`src/rtl/dma_arb_pkg.sv`:
```
package dma_arb_pkg;
  typedef enum logic [1:0] {
    PRIO_LOW   = 2'd0,
    PRIO_MED   = 2'd1,
    PRIO_HIGH  = 2'd2,
    PRIO_VHIGH = 2'd3
  } prio_e;

  function automatic int unsigned idx_width(input int unsigned n);
    return (n > 1) ? $clog2(n) : 1;
  endfunction
endpackage

```
`src/rtl/dma_arb_pick.sv`:
```
module dma_arb_pick #(
  parameter int unsigned N_CH  = 8,
  parameter int unsigned LVL_W = 2,
  localparam int unsigned IDX_W = dma_arb_pkg::idx_width(N_CH)
) (
  input  logic [N_CH-1:0]       req,
  input  logic [N_CH*LVL_W-1:0] level,
  output logic                  win_any,
  output logic [IDX_W-1:0]      win_idx
);
  localparam int unsigned NP = 1 << IDX_W;
  localparam int unsigned KW = LVL_W + 1;

  logic [KW-1:0]    node_key [1:2*NP-1];
  logic [IDX_W-1:0] node_idx [1:2*NP-1];

  for (genvar g = 0; g < NP; g++) begin : g_leaf
    if (g < N_CH) begin : g_real
      assign node_key[NP+g] = {req[g], level[g*LVL_W +: LVL_W]};
    end else begin : g_pad
      assign node_key[NP+g] = '0;
    end
    assign node_idx[NP+g] = IDX_W'(g);
  end

  for (genvar k = 1; k < NP; k++) begin : g_node
    logic right_wins;
    // strict compare: the left (lower index) child keeps ties
    assign right_wins  = node_key[2*k+1] > node_key[2*k];
    assign node_key[k] = right_wins ? node_key[2*k+1] : node_key[2*k];
    assign node_idx[k] = right_wins ? node_idx[2*k+1] : node_idx[2*k];
  end

  assign win_any = node_key[1][KW-1];
  assign win_idx = node_idx[1];

  always_comb begin
    if (win_any) begin
      for (int j = 0; j < N_CH; j++) begin
        if (req[j]) begin
          assert_level_order_R2: assert (node_key[1][LVL_W-1:0] >= level[j*LVL_W +: LVL_W]);
          if (node_key[1][LVL_W-1:0] == level[j*LVL_W +: LVL_W])
            assert_tie_low_R3: assert (int'(win_idx) <= j);
        end
      end
      assert_win_requests_R10: assert (req[win_idx]);
    end
  end
endmodule

```
`src/rtl/dma_arb_hold.sv`:
```
module dma_arb_hold #(
  parameter int unsigned IDX_W = 3
) (
  input  logic             clk,
  input  logic             rst_n,
  input  logic             pick_any,
  input  logic [IDX_W-1:0] pick_idx,
  input  logic             done,
  output logic             held_valid,
  output logic [IDX_W-1:0] held_idx
);
  always_ff @(posedge clk) begin
    if (!rst_n) begin
      held_valid <= 1'b0;
      held_idx   <= '0;
    end else if (held_valid) begin
      if (done) begin
        held_valid <= 1'b0;
        held_idx   <= '0;
      end
    end else if (pick_any) begin
      held_valid <= 1'b1;
      held_idx   <= pick_idx;
    end
  end

  assert_hold_R5: assert property (@(posedge clk) disable iff (!rst_n)
    held_valid && !done |=> held_valid && $stable(held_idx));
  assert_release_R6: assert property (@(posedge clk) disable iff (!rst_n)
    held_valid && done |=> !held_valid);
  assert_take_R4: assert property (@(posedge clk) disable iff (!rst_n)
    !held_valid && pick_any |=> held_valid && held_idx == $past(pick_idx));
  assert_idle_R7: assert property (@(posedge clk) disable iff (!rst_n)
    !held_valid && !pick_any |=> !held_valid && held_idx == '0);
endmodule

```
`src/rtl/dma_arb_decode.sv`:
```
module dma_arb_decode #(
  parameter int unsigned N_CH = 8,
  localparam int unsigned IDX_W = dma_arb_pkg::idx_width(N_CH)
) (
  input  logic             valid,
  input  logic [IDX_W-1:0] idx,
  output logic [N_CH-1:0]  grant
);
  for (genvar g = 0; g < N_CH; g++) begin : g_bit
    assign grant[g] = valid && (idx == IDX_W'(g));
  end

  always_comb begin
    assert_onehot_R8: assert ($onehot0(grant));
    if (valid) assert_bit_match_R8: assert (grant[idx]);
    else       assert_idle_zero_R7: assert (grant == '0);
  end
endmodule

```
`src/rtl/dma_prio_arbiter.sv`:
```
module dma_prio_arbiter #(
  parameter int unsigned N_CH  = 8,
  parameter int unsigned LVL_W = 2,
  localparam int unsigned IDX_W = dma_arb_pkg::idx_width(N_CH)
) (
  input  logic                  clk,
  input  logic                  rst_n,
  input  logic [N_CH-1:0]       req_i,
  input  logic [N_CH*LVL_W-1:0] level_i,
  input  logic                  burst_done_i,
  output logic [N_CH-1:0]       grant_o,
  output logic [IDX_W-1:0]      grant_idx_o,
  output logic                  grant_valid_o
);
  logic             pick_any;
  logic [IDX_W-1:0] pick_idx;

  dma_arb_pick #(.N_CH(N_CH), .LVL_W(LVL_W)) u_pick (
    .req     (req_i),
    .level   (level_i),
    .win_any (pick_any),
    .win_idx (pick_idx)
  );

  dma_arb_hold #(.IDX_W(IDX_W)) u_hold (
    .clk        (clk),
    .rst_n      (rst_n),
    .pick_any   (pick_any),
    .pick_idx   (pick_idx),
    .done       (burst_done_i),
    .held_valid (grant_valid_o),
    .held_idx   (grant_idx_o)
  );

  dma_arb_decode #(.N_CH(N_CH)) u_dec (
    .valid (grant_valid_o),
    .idx   (grant_idx_o),
    .grant (grant_o)
  );

  assert_granted_requested_R10: assert property (@(posedge clk) disable iff (!rst_n)
    !grant_valid_o && (|req_i) |=> (grant_o & $past(req_i)) != '0);
  assert_done_idle_ignored_R9: assert property (@(posedge clk) disable iff (!rst_n)
    !grant_valid_o && !(|req_i) && burst_done_i |=> !grant_valid_o);
endmodule

```
`config.mk`:
```
export PLATFORM = sky130hd
export DESIGN_NAME = dma_prio_arbiter
export DESIGN_NICKNAME = d
export VERILOG_FILES = /design/src/rtl/dma_arb_pkg.sv /design/src/rtl/dma_arb_pick.sv /design/src/rtl/dma_arb_hold.sv /design/src/rtl/dma_arb_decode.sv /design/src/rtl/dma_prio_arbiter.sv
export SDC_FILE = /design/constraint.sdc
export NUM_CORES = 1
export LEC_CHECK = 0
export BUFFER_PORTS_ARGS = -buffer_cell sky130_fd_sc_hd__buf_2
export CORE_ASPECT_RATIO = 1.4
export CORE_UTILIZATION = 30
export DETAILED_ROUTE_END_ITERATION = 8
export PLACE_DENSITY_LB_ADDON = 0.05
export SYNTH_ARGS = -nofsm -noshare
export SYNTH_HDL_FRONTEND = slang
export SYNTH_SLANG_ARGS = --single-unit
```
`constraint.sdc`:
```
create_clock -name clk -period 8.7 [get_ports clk]
set_clock_uncertainty 0.05 [all_clocks]
set_input_delay 0 -clock clk [delete_from_list [all_inputs] [get_ports clk]]
set_output_delay 0 -clock clk [all_outputs]
set_load 0.02 [all_outputs]
```
* Word level (Yosys, flattened, before mapping)
Cells that the tools add are included.
Storage, ports and cells: bits in registers 4, output and inout bits 12, logic and storage cells 48
Cells by class: magnitude comparators 7, equal/unequal tests 8, multiplexer cells 20, reductions and logical operators 11
Operators with widths (number):
- 2-to-1 mux 3 bit | 11
- greater-than comparator 3 bit | 7
- equality test 3 bit (second input constant) | 4
- logical AND 1 bit | 8
- 2-to-1 mux 1 bit | 7
- equality test 3 x 2 -> 1 bit (second input constant) | 2
- 2-to-1 mux 2 bit | 2
- equality test 3 x 1 -> 1 bit (second input constant) | 1
- zero test 3 bit | 1
- != test 2 bit (second input constant) | 1
- AND reduction 2 bit | 1
- nonzero test 2 bit | 1

* Longest topological paths before layout
depth in word-level cells 8, mapped depth 19, depth with buffers taken out 19

* Cells and area by module
A second synthesis with hierarchy kept.
Second synthesis, totals: cell total of the unflattened synthesis 140, area, all modules 1112.3 sq um
Modules (own cells, without submodules):
- dma_arb_pick | times used 1, cells an instance 115, area each 858.3 sq um, sequential area each 0.0 sq um
- dma_arb_hold | times used 1, cells an instance 17, area each 157.7 sq um, sequential area each 80.1 sq um
- dma_arb_decode | times used 1, cells an instance 8, area each 96.3 sq um, sequential area each 0.0 sq um

* Worst setup path after synthesis
No wires, ideal clock.
path kind input to register, start input port req_i[4], end register u_hold.held_idx[0], library setup time 0.096 ns, arrival time 3.490 ns, setup slack 5.064 ns, stages on the path 16, cell sequence inv_1 > ha_1 > nand2_1 > o21ai_0 > and2_1 > mux2_2 > ha_1 > and3_1 > a21oi_1 > mux2i_1 > ha_1 > a211oi_2 > nor2_1 > or4_4 > and3_4 > o41ai_2
On the way: longest elaborated chain between the ends 8
RTL lines:
- start, declared | RTL line dma_prio_arbiter.sv:8 | input logic [N_CH-1:0] req_i,
- greater-than comparator 3 bit | RTL line dma_arb_pick.sv:29 | assign right_wins = node_key[2*k+1] > node_key[2*k];
- 2-to-1 mux 3 bit | RTL line dma_arb_pick.sv:30 | assign node_key[k] = right_wins ? node_key[2*k+1] : node_key[2*k];
- greater-than comparator 3 bit | RTL line dma_arb_pick.sv:29
- 2-to-1 mux 3 bit | RTL line dma_arb_pick.sv:30
- greater-than comparator 3 bit | RTL line dma_arb_pick.sv:29
- 2-to-1 mux 3 bit (on tied branches) | RTL line dma_arb_pick.sv:31, dma_arb_pick.sv:30
- 2-to-1 mux 3 bit or nonzero test 2 bit (tied branches)
- 2-to-1 mux 3 bit or AND reduction 2 bit (tied branches)
- end signal, assigned | RTL line dma_arb_hold.sv:23 | held_idx <= pick_idx;
- end, declared | RTL line dma_arb_hold.sv:10 | output logic [IDX_W-1:0] held_idx
Parallel ways exist; a longest one is shown, timed or not. The select of a mux whose other input is x is not followed. A chain may end at the register's enable or synchronous reset.

* Worst setup path in the final report
start input port req_i[6], end register u_hold.held_idx[0]
Same word-level chain as after synthesis.

==> impl_metrics.toml <==
[placed_design]
dp_cells = 216
dp_hpwl_um = 2118
io_buffers = 38
placed_area_um2 = 1260
place_congestion = 0.7648
place_ws_ns = 4.507

[finish]
fin_area_um2 = 1301
antenna_cells = 0
fill_cells = 345
final-seq-area_um2 = 80.08
multi_input_area_um2 = 880.8
drive_gt1_share_pct = 30.00
finalNonFillerCells = 219
syn_to_final_growth_pct = 26.98
nets = 230

[timing]
rsz0062_at_grt = "no"
hold_viol = 0
fin_crit_ns = 3.936
final_max_slew_viol_count = 0
hold-worst-slack_ns = 0.01932
tightest_slew_ns = 0.4092
setup_tns_ns = 0
setup_viol = 0
min_period_over_period_pct = 45.24
fin_ws_ns = 4.764
slew_headroom_pct = 72.72
max_freq_ghz = 0.2541

[drt]
vias = 1107
drt-initial-drc-count = 22
antenna_left = 0
viasPerCell = 5.055
detail_route.wl_per_cell_um = 10.93
drc = 0
dr.pass1.iters = 4
routed_wl_um = 2393

[setup_path]
critical_path.startpoint_type = "input port"
r2r_slack_ns = 7.04
cpPeakStageDelay_ns = 0.46
cp.required_ns = 8.76
reg2reg_depth = 3
rr_startpoint = "u_hold.held_valid"
cpMostUsedCell = "ha_1"
criticalPathCategory = "in -> reg"
critPathCaptureType = "flip-flop"
r2r-end = "u_hold.held_idx[0]"
crit_end = "u_hold.held_idx[0]"
arrival_ns = 4.00
critical-path-slowest-cell = "or4_4"
crit_chain = "buf_2, inv_1, ha_1, nand2_1, o21ai_0, and2_1, mux2i_1, inv_1, ha_1, and3_1, a21oi_1, mux2i_1, ha_1, a211oi_2, nor2_1, or4_4, and3_4, o41ai_2"
cp_max_fo = 5
crit_path_start = "req_i[6]"

[yosys]
synth.top_cell.area_share_pct = 25.64
yosysTopAreaCell = "ha_1"
ys.flop_type = "dfxtp_1"
yosysSeqAreaShare_pct = 7.814
synthCells = 140
synth_warnings = 0
ys_seq_elements = 4
synth.avg_cell_area_um2 = 7.320
synth_fp_nets = 188
synth.cell_area_um2 = 1025
synth_edf_count = 0
async_reset_ff_share_pct = 0
synthTopCellsByArea = "ha_1, a21oi_1, mux2_2"
ys_types = 28

[cts]
holdBufCountCts = 0
postCtsSetupBuffers = 0
insertion_delay_ns = 0.22
clockBufferDepth = 2
cts_resized = 0
htreeDepth = 1
cts_buffers = 3
cts_root_buffer = "clkbuf_8"
cts_tree = "done"
cts.clk_slew.worst_paths_ns = 0.03
cts.sinks = 4

[power]
peakVddDrop_mv = 0.09656
power.density_nw_per_um2 = 201.6
leakage_nw = 0.7065

[min_path]
hold_path.class = "in -> reg"

[floorplanning]
die_w_um = 51.40
dieArea_um2 = 3657
fp-row-count = 24
die_y_um = 71.15
core_area_um2 = 3183
top_level_ports = 39
start_util_pct = 32.19

[global_route]
grt_max_degree = 11
antenna_found_initial = 0
grt_first_pass_wirelength_um = 4071
grt_pass1_vias = 1092
grt_overflow = 0
grt_util_all_layers_pct = 13.94

[job]
maxCapViolations = 0

[status]
status = "completed"
## flip-flops by register name, summed over array words and instances (netlist names)
name               flops
u_hold.held_valid      1
u_hold.held_idx        3
## layout by cell type, fill, tap and decap left out, types with 4 or more instances in the layout
cell type / synthesis / final
ha_1: 21 / 21
buf_2: 0 / 38
mux2_2: 8 / 8
o21ai_0: 5 / 5
and3_1: 5 / 5
dfxtp_1: 4 / 4
a21oi_1: 19 / 19
inv_1: 16 / 16
mux2i_1: 6 / 6
nor2_1: 13 / 13
nand2b_1: 5 / 5
nand2_1: 12 / 12
nand3b_1: 4 / 4
## synth_stat cells (4+ instances only)
cell and count:
nand2_1 12, mux2i_1 6, nor2_1 13, and3_1 5
dfxtp_1 4, o21ai_0 5, nand3b_1 4, ha_1 21
a21oi_1 19, nand2b_1 5, inv_1 16, mux2_2 8
## worst max-delay path: cells and delay by family
kind            cells  cell delay, ns
compound gates      4            1.08
simple gates        6            1.31
fa+ha+maj           3            0.89
buf+inv             3            0.19
mux                 2            0.53
## per-layer routing
metal	track usage [%]	up-vias	part of all wire [%]
met5	0	-	0
met4	4.505	0	0
met3	1.290	0	3.9
met2	28.14	33	54
met1	14.08	490	42
li1	-	584	-
## worst min path at each step
stage          depth (start not counted)         start  slack, ns           endpoint
3_5_place_dp                           3  burst_done_i       0.24  u_hold.held_valid
2_1_floorplan                          2  burst_done_i       0.13  u_hold.held_valid
3_3_place_gp                           3  burst_done_i       0.25  u_hold.held_valid
6_report                               3  burst_done_i       0.02  u_hold.held_valid
5_1_grt                                3  burst_done_i       0.04  u_hold.held_valid
4_1_cts                                3  burst_done_i       0.01  u_hold.held_valid
## area by class of cell
cell class | count | share of cell area, %
Clock buffer | 3 | 3.173
Inverter | 16 | 4.615
Multi-Input combinational cell | 119 | 67.69
Tap cell | 39 | 3.750
Sequential cell | 4 | 6.154
Timing Repair Buffer | 38 | 14.62
## power by group
part | internal (mW) | switching (mW) | total [mW]
registers | 0.0260 | 0.0128 | 0.0388
clock network | 0.0295 | 0.00918 | 0.0386
logic | 0.0815 | 0.103 | 0.185
## metrics by stage
step	util (%)	power, mW
6_report	40.88	0.2623
5_1_grt	40.88	0.2906
3_3_place_gp	39.58	0.2209
2_1_floorplan	-	0.1793
3_5_place_dp	39.58	0.2246
4_1_cts	40.88	0.2651
## logic make-up after synthesis
group / count (synthesis) / synth area share (%)
AOI/OAI and AO/OA: 32 / 19.05
adders and majority gates: 21 / 25.64
buffers and inverters: 17 / 6.227
DFF: 4 / 7.815
muxes: 14 / 14.65
and+or+nand+nor: 52 / 26.62
Power figures use the tool's default switching activity.
